==> src/rtl/frmstat_pkg.sv <==
package frmstat_pkg;

    localparam int DEF_CNT_W  = 14;
    localparam int DEF_STAT_W = 5;
    localparam int DEF_DEPTH  = 10;

    typedef enum logic {
        ST_HUNT  = 1'b0,
        ST_COUNT = 1'b1
    } trk_state_t;

endpackage

==> src/rtl/frmstat_track.sv <==
module frmstat_track
    import frmstat_pkg::*;
#(
    parameter int CNT_W  = DEF_CNT_W,
    parameter int STAT_W = DEF_STAT_W,
    localparam int ENT_W = CNT_W + STAT_W
) (
    input  logic              clk,
    input  logic              rst_n,
    input  logic              enable,
    input  logic              byte_stb,
    input  logic              flag_stb,
    input  logic              eof_stb,
    input  logic [STAT_W-1:0] status_in,
    output logic              push,
    output logic [ENT_W-1:0]  push_data,
    output logic [CNT_W-1:0]  cnt,
    output logic              in_hunt
);

    localparam logic [CNT_W-1:0] CNT_MAX = '1;

    trk_state_t       state, state_nxt;
    logic [CNT_W-1:0] cnt_nxt;
    logic [CNT_W-1:0] cnt_inc;

    // saturating increment, includes a byte arriving this cycle
    assign cnt_inc   = (byte_stb && (cnt != CNT_MAX)) ? cnt + 1'b1 : cnt;
    assign push_data = {status_in, cnt_inc};
    assign in_hunt   = (state == ST_HUNT);

    // state register
    always_ff @(posedge clk) begin
        if (!rst_n) begin
            state <= ST_HUNT;
            cnt   <= '0;
        end else begin
            state <= state_nxt;
            cnt   <= cnt_nxt;
        end
    end

    // transitions and outputs
    always_comb begin
        state_nxt = state;
        cnt_nxt   = cnt;
        push      = 1'b0;
        unique case (state)
            ST_HUNT: begin
                cnt_nxt = '0;
                if (enable && flag_stb) begin
                    state_nxt = ST_COUNT;      // HUNT_TO_COUNT
                end
            end
            ST_COUNT: begin
                if (!enable) begin
                    state_nxt = ST_HUNT;       // COUNT_TO_HUNT
                    cnt_nxt   = '0;
                end else if (eof_stb) begin
                    push    = 1'b1;            // COUNT_HOLD, closing flag
                    cnt_nxt = '0;
                end else if (flag_stb) begin
                    cnt_nxt = '0;              // COUNT_HOLD, idle flag
                end else begin
                    cnt_nxt = cnt_inc;         // COUNT_HOLD
                end
            end
            default: begin
                state_nxt = ST_HUNT;
                cnt_nxt   = '0;
            end
        endcase
    end

endmodule

==> src/rtl/frmstat_store.sv <==
module frmstat_store #(
    parameter int DEPTH = 10,
    parameter int WIDTH = 19,
    localparam int PTR_W = (DEPTH > 1) ? $clog2(DEPTH) : 1,
    localparam int LVL_W = $clog2(DEPTH + 1)
) (
    input  logic             clk,
    input  logic             rst_n,
    input  logic             push,
    input  logic [WIDTH-1:0] push_data,
    input  logic             pop,
    output logic [WIDTH-1:0] head,
    output logic             empty,
    output logic             full,
    output logic [LVL_W-1:0] level,
    output logic             overflow
);

    localparam logic [PTR_W-1:0] LAST_PTR  = PTR_W'(DEPTH - 1);
    localparam logic [LVL_W-1:0] LVL_FULL  = LVL_W'(DEPTH);

    logic [WIDTH-1:0] mem [DEPTH];
    logic [PTR_W-1:0] wr_ptr, rd_ptr;
    logic             do_pop, do_push;

    assign empty   = (level == '0);
    assign full    = (level == LVL_FULL);
    assign do_pop  = pop && !empty;
    assign do_push = push && (!full || do_pop);
    assign head    = mem[rd_ptr];

    function automatic logic [PTR_W-1:0] ptr_adv(input logic [PTR_W-1:0] p);
        return (p == LAST_PTR) ? '0 : p + 1'b1;
    endfunction

    generate
        for (genvar gi = 0; gi < DEPTH; gi++) begin : g_slot
            always_ff @(posedge clk) begin
                if (do_push && (wr_ptr == PTR_W'(gi))) begin
                    mem[gi] <= push_data;
                end
            end
        end
    endgenerate

    always_ff @(posedge clk) begin
        if (!rst_n) begin
            wr_ptr   <= '0;
            rd_ptr   <= '0;
            level    <= '0;
            overflow <= 1'b0;
        end else begin
            if (do_push) wr_ptr <= ptr_adv(wr_ptr);
            if (do_pop)  rd_ptr <= ptr_adv(rd_ptr);
            if (do_push && !do_pop)      level <= level + 1'b1;
            else if (do_pop && !do_push) level <= level - 1'b1;
            if (push && !do_push) overflow <= 1'b1;
        end
    end

endmodule

==> src/rtl/frmstat_fifo.sv <==
module frmstat_fifo
    import frmstat_pkg::*;
#(
    parameter int CNT_W  = DEF_CNT_W,
    parameter int STAT_W = DEF_STAT_W,
    parameter int DEPTH  = DEF_DEPTH,
    localparam int ENT_W = CNT_W + STAT_W,
    localparam int LVL_W = $clog2(DEPTH + 1)
) (
    input  logic              clk,
    input  logic              rst_n,
    input  logic              enable,
    input  logic              byte_stb,
    input  logic              flag_stb,
    input  logic              eof_stb,
    input  logic [STAT_W-1:0] frame_status,
    input  logic              rd_stb,
    output logic [ENT_W-1:0]  head_entry,
    output logic              empty,
    output logic              full,
    output logic [LVL_W-1:0]  level,
    output logic              overflow
);

    logic             push_w;
    logic [ENT_W-1:0] pdata_w;
    logic [CNT_W-1:0] cnt_w;
    logic             hunt_w;

    frmstat_track #(
        .CNT_W (CNT_W),
        .STAT_W(STAT_W)
    ) u_track (
        .clk      (clk),
        .rst_n    (rst_n),
        .enable   (enable),
        .byte_stb (byte_stb),
        .flag_stb (flag_stb),
        .eof_stb  (eof_stb),
        .status_in(frame_status),
        .push     (push_w),
        .push_data(pdata_w),
        .cnt      (cnt_w),
        .in_hunt  (hunt_w)
    );

    frmstat_store #(
        .DEPTH(DEPTH),
        .WIDTH(ENT_W)
    ) u_store (
        .clk      (clk),
        .rst_n    (rst_n),
        .push     (push_w),
        .push_data(pdata_w),
        .pop      (rd_stb),
        .head     (head_entry),
        .empty    (empty),
        .full     (full),
        .level    (level),
        .overflow (overflow)
    );

endmodule

==> config.mk <==
export PLATFORM = sky130hd
export DESIGN_NAME = frmstat_fifo
export DESIGN_NICKNAME = d
export VERILOG_FILES = /design/src/rtl/frmstat_pkg.sv /design/src/rtl/frmstat_track.sv /design/src/rtl/frmstat_store.sv /design/src/rtl/frmstat_fifo.sv
export SDC_FILE = /design/constraint.sdc
export NUM_CORES = 1
export LEC_CHECK = 0
export ABC_AREA = 1
export BUFFER_PORTS_ARGS = -buffer_cell sky130_fd_sc_hd__buf_2
export CAP_MARGIN = 10
export CELL_PAD_IN_SITES_DETAIL_PLACEMENT = 1
export CELL_PAD_IN_SITES_GLOBAL_PLACEMENT = 2
export CORE_MARGIN = 8
export CORE_UTILIZATION = 43
export DETAILED_ROUTE_END_ITERATION = 8
export PLACE_DENSITY = 0.81
export SYNTH_ARGS = -nofsm -noshare
export SYNTH_HDL_FRONTEND = slang
export SYNTH_HIERARCHICAL = 1
export SYNTH_SLANG_ARGS = --single-unit
export TNS_END_PERCENT = 30
==> constraint.sdc <==
create_clock -name clk -period 5.4 [get_ports clk]
set_input_delay 1.08 -clock clk [delete_from_list [all_inputs] [get_ports clk]]
set_output_delay 1.08 -clock clk [all_outputs]
set_load 0.005 [all_outputs]
==> Yosys cells after proc, flatten, opt, wreduce, memory -nomap -nowiden <==
Memory sizes are Yosys's and may differ from the RTL's. A register that Yosys moved wholly into a read port is not among the register bits.
Index checks and enable logic that the tools add are counted.
{ "word_totals": {"register_bits": 28, "ram_bits": 190, "in_bits": 12, "output_inout_bits": 26, "elab_cells": 123, "memories": 1} }
{ "classes": {"addsub": 5, "eq_ne": 12, "muxes": 64, "bitwise": 1, "n_reduce_logical": 34} }
{ "mem_list": {"columns": ["memory", "words", "width", "read_ports", "rd_clocked_by_memory_dff", "wr", "line_no", "text"], "rows": [
  ["u_store.mem", 10, 19, 1, 1, 1, "frmstat_store.sv:22", "logic [WIDTH-1:0] mem [DEPTH];"]
]} }
{ "op_table": {"columns": ["op", "count"], "rows": [
  ["19-bit 2-to-1 mux", 9],
  ["19-bit OR reduction", 9],
  ["4-bit 2-to-1 mux", 15],
  ["14-bit 2-to-1 mux", 4],
  ["1-bit 2-to-1 mux", 34],
  ["14-bit case mux with 2 select lines", 1],
  ["1-bit logical AND", 17],
  ["4-bit by 3-bit == test with 1-bit output (second input constant)", 4],
  ["4-bit == test (second input constant)", 4],
  ["14-bit by 1-bit adder with 14-bit output (second input constant)", 1],
  ["14-bit != test (second input constant)", 1],
  ["4-bit by 1-bit adder with 4-bit output (second input constant)", 3],
  ["4-bit by 2-bit == test with 1-bit output (second input constant)", 2],
  ["4-bit logical NOT", 2],
  ["4-bit by 1-bit == test with 1-bit output (second input constant)", 1],
  ["1-bit logical NOT", 4],
  ["4-bit by 1-bit subtractor with 4-bit output (second input constant)", 1],
  ["1-bit case mux with 2 select lines", 1],
  ["2-bit nonzero test", 1],
  ["1-bit logical OR", 1],
  ["1-bit inverter", 1]
]} }

==> Logic depth before layout (Yosys ltp) <==
Gate-level depths: netlist of the first run.
{ "depth": {"word_depth": 18, "mapped_depth": 14, "mapped_depth_nobuf": 14} }

==> Cells and area by module <==
Netlist of the first run, hierarchy kept.
{ "modules_own_cells": {"columns": ["module", "instances", "cells_each", "area_per_inst_um2", "seq_area_each_um2"], "rows": [
  ["frmstat_store", 1, 855, 8827.2, 6045.8],
  ["frmstat_track", 1, 174, 1053.5, 300.3]
]} }

==> Least setup slack after synthesis of the first run <==
OpenSTA, ideal clock, no wires.
{ "synth_timing": {"path_kind": "input -> register", "from": "input enable", "to": "memory u_store.mem[6][0], enable pin", "setup_time_ns": 0.419, "arrival_ns": 2.759, "t_required_ns": 4.981, "slack_ns": 2.222, "cell_stages": 4, "n_path_buf": 0, "cell_sequence": "nand2_1 nor2_1 nand2_2 nor3_1"} }
{ "synth_via": {"elab_chain_len": 16, "word_cells_on_any_way": 60, "cone_classes": "40 x mux; 20 x reduce/logical"} }
{ "synth_rtl": {"columns": ["element", "line_no", "text"], "rows": [
  ["start, declared", "frmstat_fifo.sv:12", "input logic enable,"],
  ["1-bit 2-to-1 mux *", "frmstat_track.sv:56", "if (!enable) begin"],
  ["1-bit 2-to-1 mux *", "frmstat_track.sv:48", "unique case (state)"],
  ["named net push_w", "frmstat_fifo.sv:25", "logic push_w;"],
  ["1-bit logical AND *", "frmstat_store.sv:29", "assign do_push = push && (!full || do_pop);"],
  ["1-bit logical AND", "frmstat_store.sv:39", "if (do_push && (wr_ptr == PTR_W'(gi))) begin"],
  ["1-bit 2-to-1 mux", "frmstat_store.sv:39", null],
  ["1-bit 2-to-1 mux (implied by the code)", "frmstat_store.sv:40", "mem[gi] <= push_data;"],
  ["19-bit OR reduction (no line)", null, null],
  ["4-bit 2-to-1 mux (no line) / 1-bit 2-to-1 mux (equally long branches) (9 in a row)", null, null],
  ["end, declared", "frmstat_store.sv:22", null]
]} }
The timed path passes the listed nets; every way through them passes the cells marked *.

==> results of run 1 <==
## critical path, delay by kind of cell, from the launching register on
kind	cells	cell delay (ns)
buffers and inverters	4	1.30
AND/OR/NAND/NOR	4	0.42
flip-flops	1	0.30
## cells in the mapped netlist, types with 2 or more instances
cell      instances
a21oi_1          13
buf_1             4
buf_2            20
buf_4             7
buf_6             8
clkbuf_1          6
dfxtp_1          32
edfxtp_1        190
ha_1              4
inv_1           170
nand2_1         292
nand2_2           2
nand3_1         146
nand3_2           3
nand4_1           4
nor2_1           86
nor2_4            3
nor3_1            2
o21ai_0          24
xor2_1            2
## sequential cells by signal, indices dropped and copies added (netlist names), named ones only
register and count:
u_store/level 4, u_store/mem 190, u_store/overflow 1, u_store/rd_ptr 4, u_store/wr_ptr 4, u_track/cnt 14
u_track/state 1
## cell usage in the layout, fill, tap and decap left out, drive strengths merged, types with 2 or more instances in the layout
cell type,Yosys,final
dfxtp,32,32
o21ai,26,26
ha,4,4
nand3,149,149
clkinv,1,9
nor2,89,89
buf,39,51
a21oi,13,13
xor2,2,2
clkbuf,6,34
edfxtp,190,190
nand2,294,294
nor3,2,2
inv,172,173
nand4,5,5
## metrics by stage
stage	area [µm²]	setup slack, ns	cells
5_1_grt	11100	1.54	1365
6_report	11100	1.77	1365
4_1_cts	11100	1.69	1364
2_1_floorplan	9880	2.22	1029
3_5_place_dp	10300	2.11	1319
3_3_place_gp	10300	2.15	1319
## worst paths after layout
path                          from            endpoint  slack (ns)  depth (start not counted)
setup / recovery         flip-flop       head_entry[7]        1.77                          8
hold / removal       u_track/state       u_track/state        0.45                          2
setup reg to reg  u_store/level[0]  u_store/mem[0][14]        2.97                          6
hold reg to reg      u_track/state       u_track/state        0.45                          2
## metal layers
metal  wire, µm  share of wire (%)  vias to the layer above
met1      10700                 45                     3330
met5          0                  0                        -
met4        548                2.3                        0
met3        844                3.6                       39
met2      11700                 49                       99
li1           -                  -                     3373
## final cells by class
class | count | area, µm²
clock buffer | 34 | 699
clock inverter | 11 | 82.6
fill | 2565 | 11500
inverter | 173 | 652
multi-input combinational | 589 | 2630
sequential | 222 | 6350
tap | 285 | 357
timing repair buffer | 51 | 294
## kinds of logic (layout without fill, tap and decap cells)
family	count (synthesis)	in the layout	share of synthesized area [%]
and+or+nand+nor	540	540	23.2
DFF	222	222	64.2
buffers and inverters	218	269	9.43
AOI/OAI and AO/OA	41	41	2.15
adders and majority gates	5	5	0.709
xor gates and xnor gates	3	3	0.266
## power by group
part / leakage (nW) / switching, W / internal (W) / total, W
Clock: 0.386 / 0.000661 / 0.000951 / 0.00161
Sequential: 1.89 / 0.0000482 / 0.00187 / 0.00192
Combinational: 2.46 / 0.000428 / 0.000210 / 0.000638
Total: 4.73 / 0.00114 / 0.00303 / 0.00417
==> qor.yml, run 1 <==
die_x_um: 168
use_met1_pct: 21.5
gr-total-overflow: 0
synth_cells: 1029
fmax_mhz: 276
drc: 0
cts_tree: "done"
met2_usage_pct: 29.9
total_power_w: 0.00417
grt_setup_unrepaired: "false"
seq_area_frac_synth_pct: 64.2
finClkSkew_ns: 0.0133
cts.path.max_buffers: 3
drt_iter0_drc: 307
synth.top_cell.area_share_pct: 57.7
grt_pass1_wl_um: 38300
core_area_um2: 22600
hold_viol_final: 0
fp.dieArea_um2: 28100
grt_usage_pct: 17.1
drive_gt1_share_pct: 10.4
outcome: "completed"
wl_um: 23700
yosys.cell_types.count: 31
initial_core_util_pct: 43.8
ir_worst_vdd_mv: 0.219
p_per_area_nw_per_um2: 376
nNetsFinal: 1079
slowest_stage: "buf_4"
synth_top_cell_by_area: "edfxtp_1"
grt_busiest_layer: "met2"
syn_nets: 1046
cp_data_arrival_time_ns: 2.55
setup_violations: 0
antenna_found_initial: 0
io_buffers: 37
gp_congestion: 0.770
critPathMaxStageDelay_ns: 0.42
clock_latency_ns: 0.52
crit_required_ns: 4.32
post_cts_buffers: 0
clock-sinks: 222
ant_nets: 0
finalMaxSlewViolations: 0
synthArstFlopShare_pct: 0
hold_buffers: 0
ys.flop_type: "edfxtp_1"
htree_levels: 1
maxCapViolCount: 0
yosys_warnings: 6
endpoint_kind: "output pin"
numCtsBuffers: 25
crit_type: "reg -> out"
synth_edf_count: 190
finalCritPeriodShare_pct: 67.2
fin_crit_ns: 3.63
hpwl_um: 14500
p_leak_nw: 4.73
antennaDiodeCount: 0
cts-root-buf: "clkbuf_16"
path_cells: "buf_4, inv_1, buf_4, nand3_1, nand3_1, nand3_1, nand2_1, buf_2"
maxSlewHeadroom_pct: 22.5
cp_max_fo: 39
syn-cell-area_um2: 9880
grt_pass1_vias: 7185
cts_resized: 0
avgSynthCellArea_um2: 9.60
vias: 6841
ys_top_cells_by_area: "edfxtp_1, nand2_1, nand3_1, dfxtp_1, inv_1"
num_rows: 55
tightestPinTransition_ns: 1.16
first_pass_iters: 4
setup.worst_path.start_class: "flip-flop"
min-delay-path-class: "reg -> reg"
post-route-util_pct: 49.0
gr-usage-met3_pct: 2.47
post_drt_wl_per_cell_um: 17.4
grt_max_degree: 96
area_growth_pct: 12.0
io_pins: 38
whs_ns: 0.451
critPathMostFrequentCell: "nand3_1"
fp.dieH_um: 168
path_clk_slew_ns: 0.06
tns_ns: 0
vias_per_cell: 5.01
ys_ff_latch: 222
(Power assumes the default switching activity.)
==> run 2: changes to the inputs <==
--- a/config.mk
+++ b/config.mk
@@ -5,15 +5,15 @@
 export SDC_FILE = /design/constraint.sdc
 export NUM_CORES = 1
 export LEC_CHECK = 0
-export ABC_AREA = 1
+export ABC_AREA = 0
 export BUFFER_PORTS_ARGS = -buffer_cell sky130_fd_sc_hd__buf_2
 export CAP_MARGIN = 10
 export CELL_PAD_IN_SITES_DETAIL_PLACEMENT = 1
 export CELL_PAD_IN_SITES_GLOBAL_PLACEMENT = 2
 export CORE_MARGIN = 8
-export CORE_UTILIZATION = 43
+export CORE_UTILIZATION = 46
 export DETAILED_ROUTE_END_ITERATION = 8
-export PLACE_DENSITY = 0.81
+export PLACE_DENSITY = 0.74
 export SYNTH_ARGS = -nofsm -noshare
 export SYNTH_HDL_FRONTEND = slang
 export SYNTH_HIERARCHICAL = 1
==> constraint.sdc (replaced) <==
create_clock -name clk -period 3.4 [get_ports clk]
set_input_delay 0.68 -clock clk [delete_from_list [all_inputs] [get_ports clk]]
set_output_delay 0.68 -clock clk [all_outputs]
set_load 0.005 [all_outputs]
==> qor.yml, run 2 <==
outcome: "completed"
cts_resized: 0  # unchanged
clock-sinks: 222  # unchanged
fmax_mhz: 318
syn_nets: 543  # -48%
slowest_stage: "dfxtp_4"
post_cts_buffers: 0  # unchanged
drt_iter0_drc: 251  # -18%
die_x_um: 156  # -7.0%
cts-root-buf: "clkbuf_16"
final_area_um2: 10200  # -7.7%
initial_core_util_pct: 46.6  # +2.8 points
antenna_found_initial: 0  # unchanged
yosys_warnings: 6  # unchanged
layout_commonest_cell: "edfxtp_1"
gp_congestion: 0.746  # -3.1%
num_rows: 51  # -7.3%
first_pass_iters: 4  # unchanged
avgSynthCellArea_um2: 17.1  # +78%
synth_cells: 526  # -49%
crit_required_ns: 2.72  # -1.60 ns
nNetsFinal: 592  # -45%
syn-cell-area_um2: 9000  # -8.9%
finClkSkew_ns: 0.00913  # -0.00413 ns
path_cells: "buf_4, mux4_2, a22oi_1, nand2_1, buf_2"
grt_max_degree: 39  # -59%
fp.dieArea_um2: 24300  # -13%
cp_num_buf_inv: 2  # -2
grt_setup_unrepaired: "false"
setup.worst_path.start_class: "flip-flop"
cts.path.max_buffers: 3  # unchanged
numCtsBuffers: 23  # -8.0%
wl_um: 19600  # -18%
cp_max_fo: 27  # -31%
p_per_area_nw_per_um2: 631  # +68%
hold_buffers: 0  # unchanged
crit_type: "reg -> out"
p_leak_nw: 3.55  # -25%
hpwl_um: 11600  # -20%
endpoint_kind: "output pin"
ant_nets: 0  # unchanged
tightestPinTransition_ns: 1.04  # -0.125 ns
setup_violations: 0  # unchanged
cp_top_family: "flip-flops"
grt_pass1_vias: 5291  # -26%
min-delay-path-class: "in -> reg"
fin_crit_ns: 3.15
vias: 4830  # -29%
dp_slack_ns: 0.750  # -1.36 ns
io_buffers: 37  # unchanged
largest_reg_flops: 190  # unchanged
finalMaxSlewViolations: 0  # unchanged
area_growth_pct: 13.5
path_clk_slew_ns: 0.06  # about the same
top_register: "u_store/mem"
fp.dieH_um: 156  # -7.0%
htree_levels: 1  # unchanged
post_drt_wl_per_cell_um: 22.9  # +32%
top_regs: "u_store/mem: 190 flops, u_track/cnt: 14 flops"
clock_latency_ns: 0.50  # -0.02 ns
tns_ns: 0  # unchanged
finalCritPeriodShare_pct: 92.5
setup_slack_ns: 0.254  # -1.52 ns
vias_per_cell: 5.66  # +13%
most-common-layout-cells: "edfxtp_1, buf_2, nand2_1, dfxtp_1, mux4_2"
gr-total-overflow: 0  # unchanged
antennaDiodeCount: 0  # unchanged
ir_worst_vdd_mv: 0.350  # +60%
critPathMaxStageDelay_ns: 0.61  # +0.19 ns
maxCapViolCount: 0  # unchanged
drive_gt1_share_pct: 22.1  # +12 points
io_pins: 38  # unchanged
hold_viol_final: 0  # unchanged
grt_pass1_wl_um: 30400  # -21%
maxSlewHeadroom_pct: 30.6  # +8.1 points
grt_usage_pct: 16.4  # -0.63 points
cts_tree: "done"
placed_area_um2: 9510  # -7.5%
core_area_um2: 19300  # -14%
cp_data_arrival_time_ns: 2.47  # -0.08 ns
drc: 0  # unchanged
[run 2: worst paths after layout]
path / start / end / slack, ns / depth (start not counted)
setup / recovery: flip-flop / head_entry[10] / 0.25 / 5
hold / removal: flag_stb / u_track/state / 0.42 / 2
setup reg to reg: u_track/cnt[1] / u_store/mem[2][2] / 0.81 / 5
hold reg to reg: u_store/overflow / u_store/overflow / 0.49 / 2
[run 2: layer usage]
layer	GRT usage, %	vias to the layer above	wire [µm]
met5	0	-	0
met4	5.04	0	366
met3	2.41	27	747
met2	28.4	97	9870
met1	21.1	2514	8580
li1	-	2192	-
[run 2: stage by stage]
stage	hold WS (ns)	utilization (%)	cells	power, W
finish	0.422	52.8	854	0.00645
global route	0.433	52.8	854	0.00673
CTS	0.407	52.8	854	0.00654
detailed placement	0.484	49.2	815	0.00414
global placement	0.477	49.2	815	0.00412
floorplan	0.482	-	526	0.00389
[run 2: power by group]
group	switching [W]	internal [W]
Sequential	0.000131	0.00297
Clock	0.000982	0.00140
Combinational	0.000453	0.000508
Total	0.00157	0.00488
[run 2: cell type report]
cell class / instances / area, µm²
Fill cell: 1811 / 9120
Sequential cell: 222 / 6350
Multi-Input combinational cell: 268 / 2480
Clock buffer: 31 / 606
Tap cell: 265 / 332
Timing Repair Buffer: 54 / 325
Clock inverter: 8 / 101
Inverter: 6 / 22.5
==> run 3: changes to the inputs <==
--- a/config.mk
+++ b/config.mk
@@ -14,6 +14,7 @@
 export CORE_UTILIZATION = 46
 export DETAILED_ROUTE_END_ITERATION = 8
 export PLACE_DENSITY = 0.74
+export RECOVER_POWER = 100
 export SYNTH_ARGS = -nofsm -noshare
 export SYNTH_HDL_FRONTEND = slang
 export SYNTH_HIERARCHICAL = 1
==> qor.yml, run 3 (same netlist as run 2, synthesis figures left out) <==
outcome: "complete, but fails checks"
violations: "capacitance limit, slew limit"
min-delay-path-class: "in -> reg"
clock-sinks: 222  # unchanged
top_regs: "u_store/mem: 190 flops, u_track/cnt: 14 flops"
antennaDiodeCount: 0  # unchanged
slowest_stage: "nor2b_1"
tightestPinTransition_ns: 1.53  # +0.490 ns
endpoint_kind: "output pin"
grt_setup_unrepaired: "false"
setup_slack_ns: 0.221  # -0.0334 ns
drc: 0  # unchanged
largest_reg_flops: 190  # unchanged
internal-power_w: 0.00485  # -0.78%
fp.dieH_um: 156  # unchanged
path_cells: "nor2b_1, clkbuf_2, a22oi_1, nand2_1, clkbuf_1"
vias_per_cell: 5.60  # -0.93%
power.share.sequential_pct: 48.3  # +0.2 points
fp.dieArea_um2: 24300  # unchanged
ir_worst_vdd_mv: 0.350  # about the same
met2_usage_pct: 28.4  # unchanged
hold_buffers: 0  # unchanged
grt_pass1_vias: 5291  # unchanged
placedCellCount: 815  # unchanged
initial_core_util_pct: 46.6  # unchanged
nNetsFinal: 592  # unchanged
cts.path.max_buffers: 3  # unchanged
numCtsBuffers: 23  # unchanged
grt_max_degree: 39  # unchanged
first_pass_iters: 4  # unchanged
cts_tree: "done"
htree_levels: 1  # unchanged
maxCapViolCount: 4  # +4
finalCritPeriodShare_pct: 93.5  # +0.98 points
grt_busiest_layer: "met2"
critPathMaxStageDelay_ns: 0.53  # -0.08 ns
drive_gt1_share_pct: 15.3  # -6.8 points
io_pins: 38  # unchanged
post_drt_wl_per_cell_um: 22.9  # -0.12%
wl_um: 19500  # -0.12%
layout_commonest_cell: "edfxtp_1"
path_clk_slew_ns: 0.06  # about the same
dp_slack_ns: 0.750  # unchanged
core_area_um2: 19300  # unchanged
gr-total-overflow: 0  # unchanged
finClkSkew_ns: 0.00667  # -0.00246 ns
reg2reg_depth: 10  # +5
crit_required_ns: 2.72  # about the same
setup_violations: 0  # unchanged
cts_resized: 0  # unchanged
ant_nets: 0  # unchanged
swShare_pct: 24.4  # +0.083 points
area_growth_pct: 12.0
gr-usage-met3_pct: 2.41  # unchanged
setup.worst_path.start_class: "flip-flop"
gp_congestion: 0.746  # unchanged
antenna_found_initial: 0  # unchanged
hold_depth: 2  # unchanged
hpwl_um: 11600  # unchanged
fin_crit_ns: 3.18  # +0.0334 ns
io_buffers: 37  # unchanged
vias: 4785  # -0.93%
p_leak_nw: 3.41  # -4.1%
p_switching_w: 0.00156  # -0.33%
most-common-layout-cells: "edfxtp_1, clkbuf_1, nand2_1, dfxtp_1, mux4_2"
fmax_mhz: 315  # -1.1%
post_cts_buffers: 0  # unchanged
grt_usage_pct: 16.4  # unchanged
top_register: "u_store/mem"
cts-root-buf: "clkbuf_16"
drt_iter0_drc: 262  # +4.4%
maxSlewHeadroom_pct: -1.72  # -32 points
cp_data_arrival_time_ns: 2.50  # +0.03 ns
die_x_um: 156  # unchanged
combPwrFrac_pct: 14.5  # -0.4 points
crit_type: "reg -> out"
tns_ns: 0  # unchanged
finalMaxSlewViolations: 80  # +80
grt_pass1_wl_um: 30400  # unchanged
clock_latency_ns: 0.50  # about the same
post-route-util_pct: 52.1  # -0.69 points
p_per_area_nw_per_um2: 636  # +0.64%
fin_cells: 854  # unchanged
hold_viol_final: 0  # unchanged
use_met1_pct: 21.1  # unchanged
num_rows: 51  # unchanged
pwr-share-clk_pct: 37.2  # +0.2 points
total_power_w: 0.00641  # -0.67%
cp_max_fo: 15  # -44%
run 3: per-stage QoR:
stage	instance area, µm²	hold WS (ns)
after global routing	10100	0.433
after detailed placement	9510	0.484
after global placement	9510	0.477
after CTS	10200	0.407
after floorplan	9000	0.482
final	10100	0.423
run 3: final cells by class:
| class | instances | area (µm²) |
|---|---|---|
| inverters | 6 | 22.5 |
| fillers | 1826 | 9250 |
| repair buffers | 54 | 255 |
| clock buffers | 31 | 606 |
| flip-flops and latches | 222 | 6350 |
| multi-input cells | 268 | 2410 |
| well taps | 265 | 332 |
| clock inverters | 8 | 101 |
run 3: worst paths after layout:
check | from | to | slack (ns)
setup / recovery | flip-flop | head_entry[10] | 0.22
hold / removal | flag_stb | u_track/state | 0.42
setup reg to reg | u_store/level[0] | u_store/level[3] | 0.46
hold reg to reg | u_store/overflow | u_store/overflow | 0.50
run 3: metal layers:
metal	vias to the layer above	wire length (µm)
met3	28	1190
met5	-	0
met1	2452	8170
met4	0	331
met2	116	9850
li1	2189	-
run 3: critical path, delay by kind of cell (launching register included):
| kind | cells | cell delay (ns) |
|---|---|---|
| buffers and inverters | 2 | 0.65 |
| DFF | 1 | 0.49 |
| and+or+nand+nor | 2 | 0.68 |
| AOI/OAI and AO/OA | 1 | 0.19 |
run 3: power by group through the flow:
stage               Combinational [W]  Sequential (W)  Clock, W
finish                       0.000927         0.00310   0.00238
global route                  0.00103         0.00312   0.00254
global placement             0.000956         0.00316         0
CTS                          0.000987         0.00311   0.00244
floorplan                    0.000815         0.00308         0
detailed placement           0.000980         0.00316         0
